File: config.mk
export PLATFORM = sky130hd
export DESIGN_NAME = hrpwm_gen
export DESIGN_NICKNAME = d
export VERILOG_FILES = /design/src/rtl/hrpwm_pkg.sv /design/src/rtl/hrpwm_timebase.sv /design/src/rtl/hrpwm_ontime_clamp.sv /design/src/rtl/hrpwm_edge_plan.sv /design/src/rtl/hrpwm_gate.sv /design/src/rtl/hrpwm_gen.sv
export SDC_FILE = /design/constraint.sdc
export NUM_CORES = 1
export LEC_CHECK = 0
export BUFFER_PORTS_ARGS = -buffer_cell sky130_fd_sc_hd__buf_4
export CAP_MARGIN = 20
export CORE_MARGIN = 2
export CORE_UTILIZATION = 30
export DETAILED_ROUTE_END_ITERATION = 6
export GPL_TIMING_DRIVEN = 1
export PLACE_DENSITY_LB_ADDON = 0.3
export SYNTH_ARGS = -nofsm -noshare
export SYNTH_HDL_FRONTEND = slang
export SYNTH_HIERARCHICAL = 1
export SYNTH_SLANG_ARGS = --single-unit
File: constraint.sdc
create_clock -name clk -period 5.6 [get_ports clk]
set_input_delay 1.12 -clock clk [delete_from_list [all_inputs] [get_ports clk]]
set_output_delay 1.12 -clock clk [all_outputs]
set_load 0.02 [all_outputs]
File: src/rtl/hrpwm_pkg.sv
package hrpwm_pkg;
  // Ticks per clock cycle are 2**FINE_W
  localparam int FINE_W = 4;
  // Gate indices inside the per-gate arrays
  localparam int HI_IDX = 0;
  localparam int LO_IDX = 1;
  localparam int N_GATE = 2;
endpackage

File: src/rtl/hrpwm_timebase.sv
module hrpwm_timebase #(
  parameter int CW = 10
) (
  input  logic          clk,
  input  logic          rst_n,
  input  logic          en_i,
  input  logic [CW-1:0] period_i,
  output logic [CW-1:0] per_eff_o,
  output logic [CW-1:0] cnt_nx_o,
  output logic          ld_o
);
  logic [CW-1:0] cnt_q, cnt_d;
  logic [CW-1:0] per_q, per_d;
  logic          run_q, run_d;
  logic          ld;

  // zero period is replaced by one cycle
  assign per_eff_o = (period_i == '0) ? CW'(1) : period_i;

  always_comb begin
    ld    = en_i && (!run_q || (cnt_q == per_q - CW'(1)));
    run_d = en_i;
    per_d = ld ? per_eff_o : per_q;
    if (!en_i)   cnt_d = '0;
    else if (ld) cnt_d = '0;
    else         cnt_d = cnt_q + CW'(1);
  end

  always_ff @(posedge clk or negedge rst_n) begin
    if (!rst_n) begin
      cnt_q <= '0;
      per_q <= '0;
      run_q <= 1'b0;
    end else begin
      cnt_q <= cnt_d;
      run_q <= run_d;
      if (ld) per_q <= per_d;
    end
  end

  assign cnt_nx_o = cnt_d;
  assign ld_o     = ld;

  assert_cnt_in_period_R6: assert property (@(posedge clk) disable iff (!rst_n)
    run_q |-> (cnt_q < per_q));
  assert_period_nonzero_R9: assert property (@(posedge clk) disable iff (!rst_n)
    run_q |-> (per_q != '0));
endmodule

File: src/rtl/hrpwm_ontime_clamp.sv
module hrpwm_ontime_clamp #(
  parameter int TW = 14,
  parameter int KW = TW + 1
) (
  input  logic [TW-1:0] duty_i,
  input  logic [TW-1:0] on_min_i,
  input  logic [TW-1:0] on_max_i,
  input  logic [KW-1:0] p16_i,
  output logic [KW-1:0] on_o
);
  logic [KW-1:0] duty_x, min_x, max_x, floored, ceiled;

  always_comb begin
    duty_x  = KW'(duty_i);
    min_x   = KW'(on_min_i);
    max_x   = KW'(on_max_i);
    // floor first, then ceiling so the ceiling wins, then period bound
    floored = (duty_x < min_x) ? min_x : duty_x;
    ceiled  = (floored > max_x) ? max_x : floored;
    on_o    = (ceiled > p16_i) ? p16_i : ceiled;
  end
endmodule

File: src/rtl/hrpwm_edge_plan.sv
module hrpwm_edge_plan #(
  parameter int KW = 15,
  parameter int DW = 8,
  parameter int FW = hrpwm_pkg::FINE_W,
  parameter int XW = KW - FW
) (
  input  logic [KW-1:0] on_i,
  input  logic [DW-1:0] dead_i,
  input  logic [KW-1:0] p16_i,
  output logic [hrpwm_pkg::N_GATE-1:0][XW-1:0] rise_c_o,
  output logic [hrpwm_pkg::N_GATE-1:0][XW-1:0] fall_c_o,
  output logic [hrpwm_pkg::N_GATE-1:0][FW-1:0] rise_ph_o,
  output logic [hrpwm_pkg::N_GATE-1:0][FW-1:0] fall_ph_o,
  output logic [hrpwm_pkg::N_GATE-1:0]         valid_o
);
  import hrpwm_pkg::*;

  logic [N_GATE-1:0][KW-1:0] rise_t, fall_t;

  // high side: dead time after period start until on-time
  assign rise_t[HI_IDX] = KW'(dead_i);
  assign fall_t[HI_IDX] = on_i;
  // low side: dead time after high side ends until period end
  assign rise_t[LO_IDX] = on_i + KW'(dead_i);
  assign fall_t[LO_IDX] = p16_i;

  for (genvar g = 0; g < N_GATE; g++) begin : g_split
    assign rise_c_o[g]  = rise_t[g][KW-1:FW];
    assign fall_c_o[g]  = fall_t[g][KW-1:FW];
    assign rise_ph_o[g] = rise_t[g][FW-1:0];
    assign fall_ph_o[g] = fall_t[g][FW-1:0];
    assign valid_o[g]   = fall_t[g][KW-1:FW] > rise_t[g][KW-1:FW];
  end
endmodule

File: src/rtl/hrpwm_gate.sv
module hrpwm_gate #(
  parameter int CW = 10,
  parameter int XW = CW + 1,
  parameter int FW = hrpwm_pkg::FINE_W
) (
  input  logic          clk,
  input  logic          rst_n,
  input  logic          en_i,
  input  logic          ld_i,
  input  logic [CW-1:0] cnt_nx_i,
  input  logic [XW-1:0] rise_c_i,
  input  logic [XW-1:0] fall_c_i,
  input  logic [FW-1:0] rise_ph_i,
  input  logic [FW-1:0] fall_ph_i,
  input  logic          valid_i,
  output logic          gate_o,
  output logic [FW-1:0] rise_ph_o,
  output logic [FW-1:0] fall_ph_o
);
  logic [XW-1:0] rc_q, rc_d, fc_q, fc_d;
  logic [FW-1:0] rp_q, rp_d, fp_q, fp_d;
  logic          v_q, v_d;
  logic          gate_q, gate_d;
  logic          upd;
  logic [XW-1:0] cnt_x;

  always_comb begin
    upd   = !en_i || ld_i;
    cnt_x = XW'(cnt_nx_i);
    if (!en_i) begin
      rc_d = '0; fc_d = '0; rp_d = '0; fp_d = '0; v_d = 1'b0;
    end else if (ld_i) begin
      rc_d = rise_c_i;
      fc_d = fall_c_i;
      v_d  = valid_i;
      rp_d = valid_i ? rise_ph_i : '0;
      fp_d = valid_i ? fall_ph_i : '0;
    end else begin
      rc_d = rc_q; fc_d = fc_q; rp_d = rp_q; fp_d = fp_q; v_d = v_q;
    end
    gate_d = en_i && v_d && (cnt_x >= rc_d) && (cnt_x < fc_d);
  end

  always_ff @(posedge clk or negedge rst_n) begin
    if (!rst_n) begin
      rc_q   <= '0;
      fc_q   <= '0;
      rp_q   <= '0;
      fp_q   <= '0;
      v_q    <= 1'b0;
      gate_q <= 1'b0;
    end else begin
      gate_q <= gate_d;
      if (upd) begin
        rc_q <= rc_d;
        fc_q <= fc_d;
        rp_q <= rp_d;
        fp_q <= fp_d;
        v_q  <= v_d;
      end
    end
  end

  assign gate_o    = gate_q;
  assign rise_ph_o = rp_q;
  assign fall_ph_o = fp_q;

  assert_phase_hold_R6: assert property (@(posedge clk) disable iff (!rst_n)
    (en_i && !ld_i) |=> ($stable(rise_ph_o) && $stable(fall_ph_o)));
  assert_idle_low_R7: assert property (@(posedge clk) disable iff (!rst_n)
    !en_i |=> (!gate_o && rise_ph_o == '0 && fall_ph_o == '0));
  assert_dropped_quiet_R8: assert property (@(posedge clk) disable iff (!rst_n)
    (en_i && ld_i && !valid_i) |=> (!gate_o && rise_ph_o == '0 && fall_ph_o == '0));
endmodule

File: src/rtl/hrpwm_gen.sv
module hrpwm_gen #(
  parameter int CW = 10,
  parameter int DW = 8
) (
  input  logic                        clk,
  input  logic                        rst_n,
  input  logic                        en_i,
  input  logic [CW+hrpwm_pkg::FINE_W-1:0] duty_i,
  input  logic [CW-1:0]               period_i,
  input  logic [DW-1:0]               dead_i,
  input  logic [CW+hrpwm_pkg::FINE_W-1:0] on_min_i,
  input  logic [CW+hrpwm_pkg::FINE_W-1:0] on_max_i,
  output logic                        gh_o,
  output logic                        gl_o,
  output logic [hrpwm_pkg::FINE_W-1:0] gh_rise_ph_o,
  output logic [hrpwm_pkg::FINE_W-1:0] gh_fall_ph_o,
  output logic [hrpwm_pkg::FINE_W-1:0] gl_rise_ph_o,
  output logic [hrpwm_pkg::FINE_W-1:0] gl_fall_ph_o
);
  import hrpwm_pkg::*;

  localparam int FW = FINE_W;
  localparam int TW = CW + FW;
  localparam int KW = TW + 1;
  localparam int XW = KW - FW;

  // reset synchronizer: asynchronous assert, synchronous release
  logic [1:0] rst_sync_q;
  logic       rst_ni;

  always_ff @(posedge clk or negedge rst_n) begin
    if (!rst_n) rst_sync_q <= 2'b00;
    else        rst_sync_q <= {rst_sync_q[0], 1'b1};
  end
  assign rst_ni = rst_sync_q[1];

  logic [CW-1:0] per_eff, cnt_nx;
  logic          ld;
  logic [KW-1:0] p16, on_w;

  hrpwm_timebase #(.CW(CW)) u_tb (
    .clk       (clk),
    .rst_n     (rst_ni),
    .en_i      (en_i),
    .period_i  (period_i),
    .per_eff_o (per_eff),
    .cnt_nx_o  (cnt_nx),
    .ld_o      (ld)
  );

  assign p16 = {1'b0, per_eff, {FW{1'b0}}};

  hrpwm_ontime_clamp #(.TW(TW), .KW(KW)) u_clamp (
    .duty_i   (duty_i),
    .on_min_i (on_min_i),
    .on_max_i (on_max_i),
    .p16_i    (p16),
    .on_o     (on_w)
  );

  logic [N_GATE-1:0][XW-1:0] rise_c, fall_c;
  logic [N_GATE-1:0][FW-1:0] rise_ph, fall_ph, rph_o, fph_o;
  logic [N_GATE-1:0]         valid, gate_w;

  hrpwm_edge_plan #(.KW(KW), .DW(DW), .FW(FW), .XW(XW)) u_plan (
    .on_i      (on_w),
    .dead_i    (dead_i),
    .p16_i     (p16),
    .rise_c_o  (rise_c),
    .fall_c_o  (fall_c),
    .rise_ph_o (rise_ph),
    .fall_ph_o (fall_ph),
    .valid_o   (valid)
  );

  for (genvar g = 0; g < N_GATE; g++) begin : g_gate
    hrpwm_gate #(.CW(CW), .XW(XW), .FW(FW)) u_gate (
      .clk       (clk),
      .rst_n     (rst_ni),
      .en_i      (en_i),
      .ld_i      (ld),
      .cnt_nx_i  (cnt_nx),
      .rise_c_i  (rise_c[g]),
      .fall_c_i  (fall_c[g]),
      .rise_ph_i (rise_ph[g]),
      .fall_ph_i (fall_ph[g]),
      .valid_i   (valid[g]),
      .gate_o    (gate_w[g]),
      .rise_ph_o (rph_o[g]),
      .fall_ph_o (fph_o[g])
    );
  end

  assign gh_o         = gate_w[HI_IDX];
  assign gl_o         = gate_w[LO_IDX];
  assign gh_rise_ph_o = rph_o[HI_IDX];
  assign gh_fall_ph_o = fph_o[HI_IDX];
  assign gl_rise_ph_o = rph_o[LO_IDX];
  assign gl_fall_ph_o = fph_o[LO_IDX];

  assert_no_overlap_R3: assert property (@(posedge clk) disable iff (!rst_ni)
    !(gh_o && gl_o));
  assert_handover_lo_R3: assert property (@(posedge clk) disable iff (!rst_ni)
    ($fell(gh_o) && $rose(gl_o)) |-> (gl_rise_ph_o >= gh_fall_ph_o));
  assert_handover_hi_R3: assert property (@(posedge clk) disable iff (!rst_ni)
    ($fell(gl_o) && $rose(gh_o)) |-> (gh_rise_ph_o >= gl_fall_ph_o));
  assert_on_ceiling_R5: assert property (@(posedge clk) disable iff (!rst_ni)
    (on_w <= KW'(on_max_i)) && (on_w <= p16));
  assert_on_floor_R4: assert property (@(posedge clk) disable iff (!rst_ni)
    ((on_min_i <= on_max_i) && (KW'(on_min_i) <= p16)) |-> (on_w >= KW'(on_min_i)));
endmodule

==> results of run 1 <==
## worst max-delay path: cells and delay by family
family          cells  cell delay [ns]
buf+inv             9             0.89
fa+ha+maj           7             1.84
compound gates     15             3.65
simple gates        9             1.20
xor+xnor            1             0.15
## final timing paths
| kind | endpoint | depth (start not counted) | slack, ns |
|---|---|---|---|
| worst max-delay path | g_gate[1].u_gate/v_q$_DFFE_PN0P_ | 41 | -3.03 |
| worst min-delay path | u_tb/per_q[1]$_DFFE_PN0P_ | 0 | 0.23 |
| worst max register to register | g_gate[1].u_gate/gate_o$_DFF_PN0_ | 18 | 1.04 |
| max in group asynchronous | g_gate[1].u_gate/fall_ph_o[0]$_DFFE_PN0P_ | 1 | 4.21 |
| worst min register to register | u_tb/per_q[1]$_DFFE_PN0P_ | 0 | 0.23 |
| min in group clk | rst_sync_q[1]$_DFF_PN0_ | 0 | 0.35 |
## repair_timing
item	4_1_cts	5_1_grt
pin swaps	49	57
endpoints found under the setup margin	37	37
setup buffers	38	13
gates cloned	1	0
resized for setup	137	59
## cells in the mapped netlist (all sizes together), types with 9 or more instances
| cell type | count |
|---|---|
| nand3 | 34 |
| o31ai | 17 |
| o211ai | 11 |
| o21ai | 18 |
| a21o | 25 |
| a21oi | 41 |
| nand4 | 10 |
| inv | 101 |
| a211oi | 40 |
| clkbuf | 23 |
| xnor2 | 21 |
| a222oi | 9 |
| nand2b | 12 |
| mux2i | 9 |
| ha | 103 |
| nor2b | 46 |
| nand2 | 28 |
| mux2 | 36 |
| dfrtp | 87 |
| buf | 68 |
| nor2 | 58 |
| xor2 | 14 |
| nand4b | 13 |
| nor3 | 11 |
| and2 | 52 |
## cell families after synthesis
| family | count (synthesis) |
|---|---|
| compound gates | 197 |
| flops | 87 |
| simple gates | 289 |
| fa+ha+maj | 105 |
| xor+xnor | 35 |
| other cells | 4 |
| mux | 45 |
| buf+inv | 193 |
## sequential cells by signal, indices dropped and copies added, names as in the netlist
| register | count |
|---|---|
| g_gate.u_gate/fall_ph_o | 8 |
| g_gate.u_gate/v_q | 2 |
| g_gate.u_gate/rc_q | 22 |
| u_tb/run_q | 1 |
| u_tb/cnt_q | 10 |
| u_tb/per_q | 10 |
| g_gate.u_gate/fc_q | 22 |
| g_gate.u_gate/gate_o | 2 |
| rst_sync_q | 2 |
| g_gate.u_gate/rise_ph_o | 8 |
## layer usage
layer / vias to the layer above / wire (µm)
met5: - / 0
met4: 0 / 350
met3: 25 / 789
met2: 112 / 11800
met1: 3708 / 11400
li1: 3799 / -
## cells in the final DEF (no fill, tap or decap), types with 22 or more instances in the layout
| master | n |
|---|---|
| a21o_1 | 24 |
| and2_1 | 42 |
| buf_4 | 281 |
| buf_6 | 30 |
| conb_1 | 26 |
| dfrtp_1 | 86 |
| ha_1 | 77 |
| ha_4 | 22 |
| inv_1 | 89 |
| mux2_2 | 35 |
| nand2_1 | 25 |
| nand3_1 | 29 |
| nor2_1 | 49 |
| nor2b_1 | 43 |
## metrics by stage
stage          total power, µW  hold WS [ns]
4_1_cts                   3350         0.246
2_1_floorplan             1700         0.331
5_1_grt                   3720         0.265
6_report                  3490         0.231
3_3_place_gp              2260         0.250
3_5_place_dp              2280         0.250
## power by group through the flow
stage	Clock (µW)	Sequential, µW	Combinational (µW)
after CTS	681	712	1950
after detailed placement	0	724	1550
final	662	712	2120
after global routing	706	718	2300
after global placement	0	723	1530
after floorplan	0	729	971
## cell type report
| class | count | share of cell area [%] |
|---|---|---|
| clock inverters | 7 | 0.772 |
| clock buffers | 9 | 1.83 |
| multi-input cells | 698 | 52.0 |
| well taps | 378 | 3.84 |
| inverters | 102 | 3.35 |
| flip-flops and latches | 87 | 17.7 |
| repair buffers | 316 | 20.5 |
==> metrics.cfg, run 1 <==
[power_and_ir_drop]
pwr-share-seq_pct = 20.4
p_switching_uw = 1270
irDropWorstVdd_uv = 144
intPower_uw = 2220
swShare_pct = 36.3
cellLeakagePower_uw = 0.00575
clkPwrFrac_pct = 19.0
power.density_nw_per_um2 = 283
pwr-share-comb_pct = 60.6

[logic_synthesis]
yosys.area_share.xor_xnor_pct = 3.69
syn_area_um2 = 8510
synth_flop_cell = dfrtp_1
yosysUniqueCellTypes = 71
yosys.area.top_type = dfrtp_1
syn_inst = 955
yosys_warnings = 6
ys_ff_latch = 87
yosysTopAreaCellShare_pct = 25.6
synth_edf_count = 0
synth_mux_area_share_pct = 5.82
synth-adder-area-share_pct = 15.5
syn_area_per_cell_um2 = 8.91
synth_top_family_by_area = simple AND/OR/NAND/NOR gates
yosys-top-cells-area = dfrtp_1, ha_1, mux2_2
synthSimpleGateAreaFrac_pct = 19.0
synth-compound-area-share_pct = 18.4
yosysSeqAreaShare_pct = 25.6
ys_async_sr_fraction_pct = 100

[cells_and_area]
layout-drive-gt1-share_pct = 45.6
layout.cells.non_filler = 1597
antenna_cells = 0
fin_nets = 1381
final_core_util_pct = 44.2
final_area_um2 = 12300
syn_to_final_growth_pct = 44.7
register_area_um2 = 2180
num-fill-cells = 2696
multi_input_area_um2 = 6400

[timing]
period_needed_ns = 8.63
setup_ws_ns = -3.03
finalSetupViolCount = 37
setup_tns_ns = -56.59
hold_viol = 0
fmax_mhz = 116
maxSlewHeadroom_pct = 41.2
slew_violations = 0
worst_slew_pin_slew_ns = 0.883
rsz0062_at_grt = yes
finalCritPeriodShare_pct = 154
finClkSkew_ns = 0.0146

[cts]
cts.path.max_buffers = 2
cts_root_buf = clkbuf_16
cts_sinks = 87
clock_latency_ns = 0.36
h-tree-depth = 3
cts_hold_buffers = 0
path_clk_slew_ns = 0.07
cts_tree = built
numCtsBuffers = 9

[setup_path]
cp-end-kind = flip-flop
worstPathRequired_ns = 5.85
cp-start-kind = primary input
slowest_delay_ns = 0.47
r2r-start = u_tb/per_q[0]$_DFFE_PN0P_
worst-setup-path-type = primary input to flip-flop
crit_fanout = 8
crit_slowest_cell = o41a_1
path_common_cell = buf_6
critical_path_arrival_ns = 8.88
startpoint = on_min_i[13]

[die]
fp.dieH_um = 172
initial_utilization_pct = 30.6
die_w_um = 172
coreArea_um2 = 27900
boundaryPins = 81
rows = 61
die_area_um2 = 29700

[detailed_routing]
ant_nets = 0
vias = 7644
routed_wl_um = 24300
initialDrtViolationCount = 428
dr.pass1.iters = 5
wire_per_inst_um = 15.2
vias_per_cell = 4.79
drcViolationCount = 0

[global_route]
overflow = 0
grt-busiest-layer = met2
grt_pass1_vias = 8054
grt_antenna_before_repair = 0
grt_usage_pct = 16.8
grt_max_degree = 80
gr-usage-met3_pct = 3.00
grtUsageMet1_pct = 21.9
grt_pass1_wl_um = 39800
use_met2_pct = 29.0

[outcome]
violations = negative setup slack
outcome = complete, but fails checks

[placed_design]
dp_hpwl_um = 17600
dpl-instance-area_um2 = 10600
io_buffers = 80
dp.cells = 1530
gp_congestion = 0.833
place_ws_ns = -3.50

[run]
maxCapViolations = 0

[worst_hold_path]
min_path_type = flip-flop to async pin

No activity file was read; power rests on OpenSTA's default activity.
==> run 2: changes to the inputs <==
--- a/config.mk
+++ b/config.mk
@@ -11,7 +11,8 @@
 export CORE_UTILIZATION = 30
 export DETAILED_ROUTE_END_ITERATION = 6
 export GPL_TIMING_DRIVEN = 1
-export PLACE_DENSITY_LB_ADDON = 0.3
+export REMOVE_ABC_BUFFERS = 1
+export SLEW_MARGIN = 20
 export SYNTH_ARGS = -nofsm -noshare
 export SYNTH_HDL_FRONTEND = slang
 export SYNTH_HIERARCHICAL = 1
==> metrics.cfg, run 2 (same netlist as run 1, synthesis figures left out) <==
[die]
fp.dieH_um = 172  ; unchanged
coreArea_um2 = 27900  ; unchanged
die_w_um = 172  ; unchanged
die_area_um2 = 29700  ; unchanged
rows = 61  ; unchanged
boundaryPins = 81  ; unchanged
initial_utilization_pct = 30.6  ; unchanged

[setup_path]
crit_slowest_cell = a221o_1
path_common_cell = buf_4
cp-end-kind = flip-flop
worst-setup-path-type = primary input to flip-flop
critical_path_arrival_ns = 8.86  ; -0.02 ns
worstRegToRegCells = 18  ; unchanged
cp-start-kind = primary input
crit_fanout = 8  ; unchanged
slowest_delay_ns = 0.44  ; -0.03 ns
worstPathRequired_ns = 5.83  ; -0.02 ns

[cells_and_area]
largestRegisters = g_gate.u_gate/fc_q (22), g_gate.u_gate/rc_q (22)
syn_to_final_growth_pct = 45.1
num-fill-cells = 2588  ; -4.0%
final_common_cell = buf_4
layout.cells.non_filler = 1607  ; +0.63%
multi_input_area_um2 = 6350  ; -0.80%
antenna_cells = 0  ; unchanged
register_area_um2 = 2180  ; unchanged
fin_nets = 1391  ; +0.72%
layout-drive-gt1-share_pct = 45.6  ; -0.046 points
final_cell_mix = buf_4, inv_1, dfrtp_1

[placed_design]
dp_hpwl_um = 17300  ; -1.9%
gp_congestion = 0.829  ; -0.52%
dp.cells = 1528  ; -0.13%
io_buffers = 80  ; unchanged

[timing]
hold_viol = 0  ; unchanged
setup_ws_ns = -3.04  ; -0.0101 ns
maxSlewHeadroom_pct = 40.1  ; -1.1 points
finClkSkew_ns = 0.0125  ; -0.00205 ns
finalCritPeriodShare_pct = 154  ; +0.18 points
worst_slew_pin_slew_ns = 0.898  ; +0.0159 ns
slew_violations = 0  ; unchanged
fmax_mhz = 116  ; -0.12%
finalSetupViolCount = 37  ; unchanged
setup_tns_ns = -58.21  ; -1.62 ns
rsz0062_at_grt = yes
period_needed_ns = 8.64  ; +0.0101 ns

[detailed_routing]
dr.pass1.iters = 5  ; unchanged
ant_nets = 0  ; unchanged
drcViolationCount = 0  ; unchanged
routed_wl_um = 25400  ; +4.3%
wire_per_inst_um = 15.8  ; +3.7%
initialDrtViolationCount = 479  ; +12%
vias_per_cell = 4.83  ; +0.96%
vias = 7766  ; +1.6%

[global_route]
grt_max_degree = 69  ; -14%
grt_pass1_vias = 7818  ; -2.9%
grt_antenna_before_repair = 0  ; unchanged
grt_usage_pct = 16.4  ; -0.41 points
grt_pass1_wl_um = 39100  ; -1.8%
overflow = 0  ; unchanged

[cts]
cts_tree = built
cts_sinks = 87  ; unchanged
clock_latency_ns = 0.34  ; -0.02 ns
path_clk_slew_ns = 0.06  ; about the same
numCtsBuffers = 9  ; unchanged
cts_root_buf = clkbuf_16
cts_hold_buffers = 0  ; unchanged
cts.path.max_buffers = 2  ; unchanged
h-tree-depth = 3  ; unchanged

[power_and_ir_drop]
cellLeakagePower_uw = 0.00579  ; +0.66%
irDropWorstVdd_uv = 154  ; +6.7%
total_power_uw = 3410  ; -2.2%
power.density_nw_per_um2 = 276  ; -2.5%

[outcome]
outcome = complete, but fails checks
violations = negative setup slack

[run]
maxCapViolations = 0  ; unchanged

[worst_hold_path]
min_path_type = flip-flop to async pin

[run 2: cell count changes in the layout (fill, tap and decap cells not counted), moves of 3 or more]
cell | before | now
nor2_1 | 49 | 54
buf_12 | 1 | 5
buf_4 | 281 | 287
buf_8 | 4 | 1
o21ai_2 | 6 | 3
a21oi_2 | 20 | 23
inv_2 | 4 | 7
o21ai_1 | 5 | 8
nor2_2 | 9 | 4
a211oi_4 | 12 | 15
[run 2: worst paths after layout]
check / start / endpoint / slack [ns]
max: on_min_i[9] / g_gate[1].u_gate/gate_o$_DFF_PN0_ / -3.04
min: rst_sync_q[1]$_DFF_PN0_ / g_gate[1].u_gate/rise_ph_o[2]$_DFFE_PN0P_ / 0.19
max reg2reg: u_tb/per_q[0]$_DFFE_PN0P_ / g_gate[1].u_gate/gate_o$_DFF_PN0_ / 0.95
min reg2reg: rst_sync_q[1]$_DFF_PN0_ / g_gate[1].u_gate/rise_ph_o[2]$_DFFE_PN0P_ / 0.19
max in group asynchronous: rst_sync_q[1]$_DFF_PN0_ / g_gate[1].u_gate/fc_q[7]$_DFFE_PN0P_ / 4.24
min in group clk: rst_sync_q[0]$_DFF_PN0_ / rst_sync_q[1]$_DFF_PN0_ / 0.35
[run 2: layer usage]
layer	share of wire (%)	up-vias	global-route usage, %
met5	0	-	0
met4	3.1	0	6.25
met3	3.1	43	1.67
met2	49	166	28.8
met1	44	3728	20.7
li1	-	3829	-
[run 2: worst max-delay path, delay by kind of cell]
kind | cells | cell delay, ns
mux | 1 | 0.18
simple gates | 6 | 0.86
fa+ha+maj | 6 | 1.60
compound gates | 16 | 3.70
buf+inv | 11 | 1.24
xor+xnor | 1 | 0.18
[run 2: cell type report]
type | instances | area share (%)
tap | 378 | 3.83
timing repair buffer | 327 | 21.4
sequential | 87 | 17.7
clock inverter | 5 | 0.456
multi-input combinational | 697 | 51.4
clock buffer | 11 | 2.05
inverter | 102 | 3.20
[run 2: what timing repair did]
action | CTS | global route
gates resized for setup | 141 | 88
pin swaps | 51 | 42
cloned | 2 | 0
buffers inserted | 41 | 26
endpoints found under the setup margin | 37 | 37
[run 2: metrics by stage]
stage               util, %  area (µm²)  hold slack (ns)  setup slack [ns]
detailed placement     37.5       10500            0.199             -3.94
global route           44.3       12400            0.217             -3.34
finish                 44.3       12400            0.192             -3.04
floorplan                 -        7970            0.331             -4.29
CTS                    42.0       11700            0.201             -2.99
global placement       37.5       10500            0.198             -3.72
[run 2: power breakdown]
group | internal (µW) | switching (µW) | leakage, µW | total (µW)
Combinational | 1120 | 960 | 0.00449 | 2080
Sequential | 678 | 34.6 | 0.00114 | 713
Clock | 370 | 254 | 0.000152 | 623
==> run 3: changes to the inputs <==
--- a/config.mk
+++ b/config.mk
@@ -7,10 +7,13 @@
 export LEC_CHECK = 0
 export BUFFER_PORTS_ARGS = -buffer_cell sky130_fd_sc_hd__buf_4
 export CAP_MARGIN = 20
+export CELL_PAD_IN_SITES_DETAIL_PLACEMENT = 1
+export CELL_PAD_IN_SITES_GLOBAL_PLACEMENT = 1
 export CORE_MARGIN = 2
 export CORE_UTILIZATION = 30
 export DETAILED_ROUTE_END_ITERATION = 6
 export GPL_TIMING_DRIVEN = 1
+export PLACE_DENSITY_LB_ADDON = 0.1
 export REMOVE_ABC_BUFFERS = 1
 export SLEW_MARGIN = 20
 export SYNTH_ARGS = -nofsm -noshare
==> metrics.cfg, run 3 (same netlist as run 1, synthesis figures left out) <==
[setup_path]
crit_path_end = g_gate[1].u_gate/rise_ph_o[1]$_DFFE_PN0P_
critical_path_arrival_ns = 8.85  ; about the same
slowest_delay_ns = 0.47  ; +0.03 ns
rr_endpoint = g_gate[1].u_gate/gate_o$_DFF_PN0_
crit_fanout = 7  ; -1
worst-setup-path-type = primary input to flip-flop
crit_slowest_cell = o41a_1
cp-start-kind = primary input
reg2reg_slack_ns = 1.06  ; +0.11 ns
worstRegToRegCells = 18  ; unchanged
r2r-start = u_tb/per_q[0]$_DFFE_PN0P_
worstPathRequired_ns = 5.85  ; +0.02 ns
startpoint = on_min_i[9]
cp-end-kind = flip-flop

[run]
maxCapViolations = 0  ; unchanged

[placed_design]
dpl-instance-area_um2 = 10500  ; +0.41%
place_ws_ns = -4.13  ; -0.191 ns
dp_hpwl_um = 20200  ; +17%
gp_congestion = 0.764  ; -7.9%
io_buffers = 80  ; unchanged

[cells_and_area]
largestRegisters = g_gate.u_gate/fc_q (22), g_gate.u_gate/rc_q (22)
final_core_util_pct = 44.7  ; +0.34 points
antenna_cells = 0  ; unchanged
final_area_um2 = 12400  ; +0.76%
final_cell_mix = buf_4, inv_1, dfrtp_1
final_common_cell = buf_4
fin_nets = 1383  ; -0.58%
layout-drive-gt1-share_pct = 47.2  ; +1.6 points
num-fill-cells = 3169  ; +22%
syn_to_final_growth_pct = 46.3

[die]
die_w_um = 172  ; unchanged
coreArea_um2 = 27900  ; unchanged
die_area_um2 = 29700  ; unchanged
rows = 61  ; unchanged
initial_utilization_pct = 30.6  ; unchanged
boundaryPins = 81  ; unchanged
fp.dieH_um = 172  ; unchanged

[timing]
setup_tns_ns = -55.76  ; +2.46 ns
finalSetupViolCount = 37  ; unchanged
worst_slew_pin_slew_ns = 0.878  ; -0.0207 ns
slew_violations = 0  ; unchanged
hold_viol = 0  ; unchanged
fmax_mhz = 116  ; +0.46%
period_needed_ns = 8.60  ; -0.0393 ns
setup_ws_ns = -3.00  ; +0.0393 ns
finalCritPeriodShare_pct = 153  ; -0.70 points
maxSlewHeadroom_pct = 41.5  ; +1.4 points
rsz0062_at_grt = yes
finClkSkew_ns = 0.0110  ; -0.00153 ns

[detailed_routing]
vias_per_cell = 4.78  ; -1.1%
dr.pass1.iters = 5  ; unchanged
vias = 7645  ; -1.6%
initialDrtViolationCount = 276  ; -42%
ant_nets = 0  ; unchanged
routed_wl_um = 28000  ; +10%
wire_per_inst_um = 17.5  ; +11%
drcViolationCount = 0  ; unchanged

[global_route]
grt_usage_pct = 19.5  ; +3.1 points
grt_pass1_vias = 8217  ; +5.1%
grt_antenna_before_repair = 0  ; unchanged
use_met2_pct = 33.8  ; +5.0 points
grtUsageMet1_pct = 26.5  ; +5.8 points
grt-busiest-layer = met2
overflow = 0  ; unchanged
grt_pass1_wl_um = 44700  ; +14%
gr-usage-met3_pct = 1.95  ; +0.27 points
grt_max_degree = 54  ; -22%

[cts]
h-tree-depth = 3  ; unchanged
clock_latency_ns = 0.36  ; +0.02 ns
numCtsBuffers = 9  ; unchanged
cts.path.max_buffers = 2  ; unchanged
cts_hold_buffers = 0  ; unchanged
cts_root_buf = clkbuf_16
cts_sinks = 87  ; unchanged
path_clk_slew_ns = 0.07  ; about the same
cts_tree = built

[power_and_ir_drop]
pwr-share-comb_pct = 62.0  ; +1.2 points
clkPwrFrac_pct = 17.6  ; -0.7 points
pwr-share-seq_pct = 20.4  ; -0.5 points
total_power_uw = 3500  ; +2.6%
cellLeakagePower_uw = 0.00579  ; about the same
p_switching_uw = 1340  ; +7.5%
intPower_uw = 2160  ; -0.26%
irDropWorstVdd_uv = 163  ; +6.2%
swShare_pct = 38.4  ; +1.8 points
power.density_nw_per_um2 = 281  ; +1.8%

[outcome]
outcome = complete, but fails checks
violations = negative setup slack

[worst_hold_path]
min_path_type = flip-flop to async pin

[run 3: worst min path at each step]
stage / end
global route: g_gate[1].u_gate/fall_ph_o[1]$_DFFE_PN0P_
global placement: g_gate[1].u_gate/fall_ph_o[1]$_DFFE_PN0P_
CTS: g_gate[1].u_gate/fall_ph_o[1]$_DFFE_PN0P_
finish: g_gate[1].u_gate/fall_ph_o[1]$_DFFE_PN0P_
detailed placement: g_gate[1].u_gate/fall_ph_o[1]$_DFFE_PN0P_
floorplan: rst_sync_q[1]$_DFF_PN0_
[run 3: routing by layer]
| metal | wire [µm] | vias to the layer above |
|---|---|---|
| met5 | 0 | - |
| met4 | 204 | 0 |
| met3 | 706 | 14 |
| met2 | 13700 | 74 |
| met1 | 13300 | 3774 |
| li1 | - | 3783 |
[run 3: power groups by stage]
stage	registers, µW	clock network [µW]	logic [µW]
6_report	713	617	2170
5_1_grt	721	659	2370
4_1_cts	714	641	2020
3_5_place_dp	726	0	1590
3_3_place_gp	725	0	1570
2_1_floorplan	731	0	817
[run 3: layout make-up]
| cell class | instances | area, µm² | area share, % |
|---|---|---|---|
| multi-input cells | 697 | 6500 | 52.3 |
| repair buffers | 319 | 2600 | 20.9 |
| flip-flops and latches | 87 | 2180 | 17.5 |
| well taps | 378 | 473 | 3.80 |
| inverters | 102 | 400 | 3.22 |
| clock buffers | 10 | 239 | 1.92 |
| clock inverters | 6 | 47.5 | 0.382 |
[run 3: worst max-delay path: cells and delay by family]
kind	cells	cell delay, ns
and+or+nand+nor	9	1.23
xor gates and xnor gates	1	0.20
adders and majority gates	6	1.67
buffers and inverters	8	0.89
AOI/OAI and AO/OA	16	3.72
[run 3: what timing repair did]
action | in CTS | in global routing
gates cloned | 3 | 0
resized for setup | 197 | 67
endpoints found under the setup margin | 37 | 37
pin swaps | 91 | 44
buffers inserted | 42 | 16
[run 3: metrics by stage]
stage / instances / hold slack (ns)
floorplan: 886 / 0.331
global placement: 1532 / 0.306
detailed placement: 1532 / 0.308
CTS: 1588 / 0.312
global route: 1599 / 0.346
finish: 1599 / 0.290
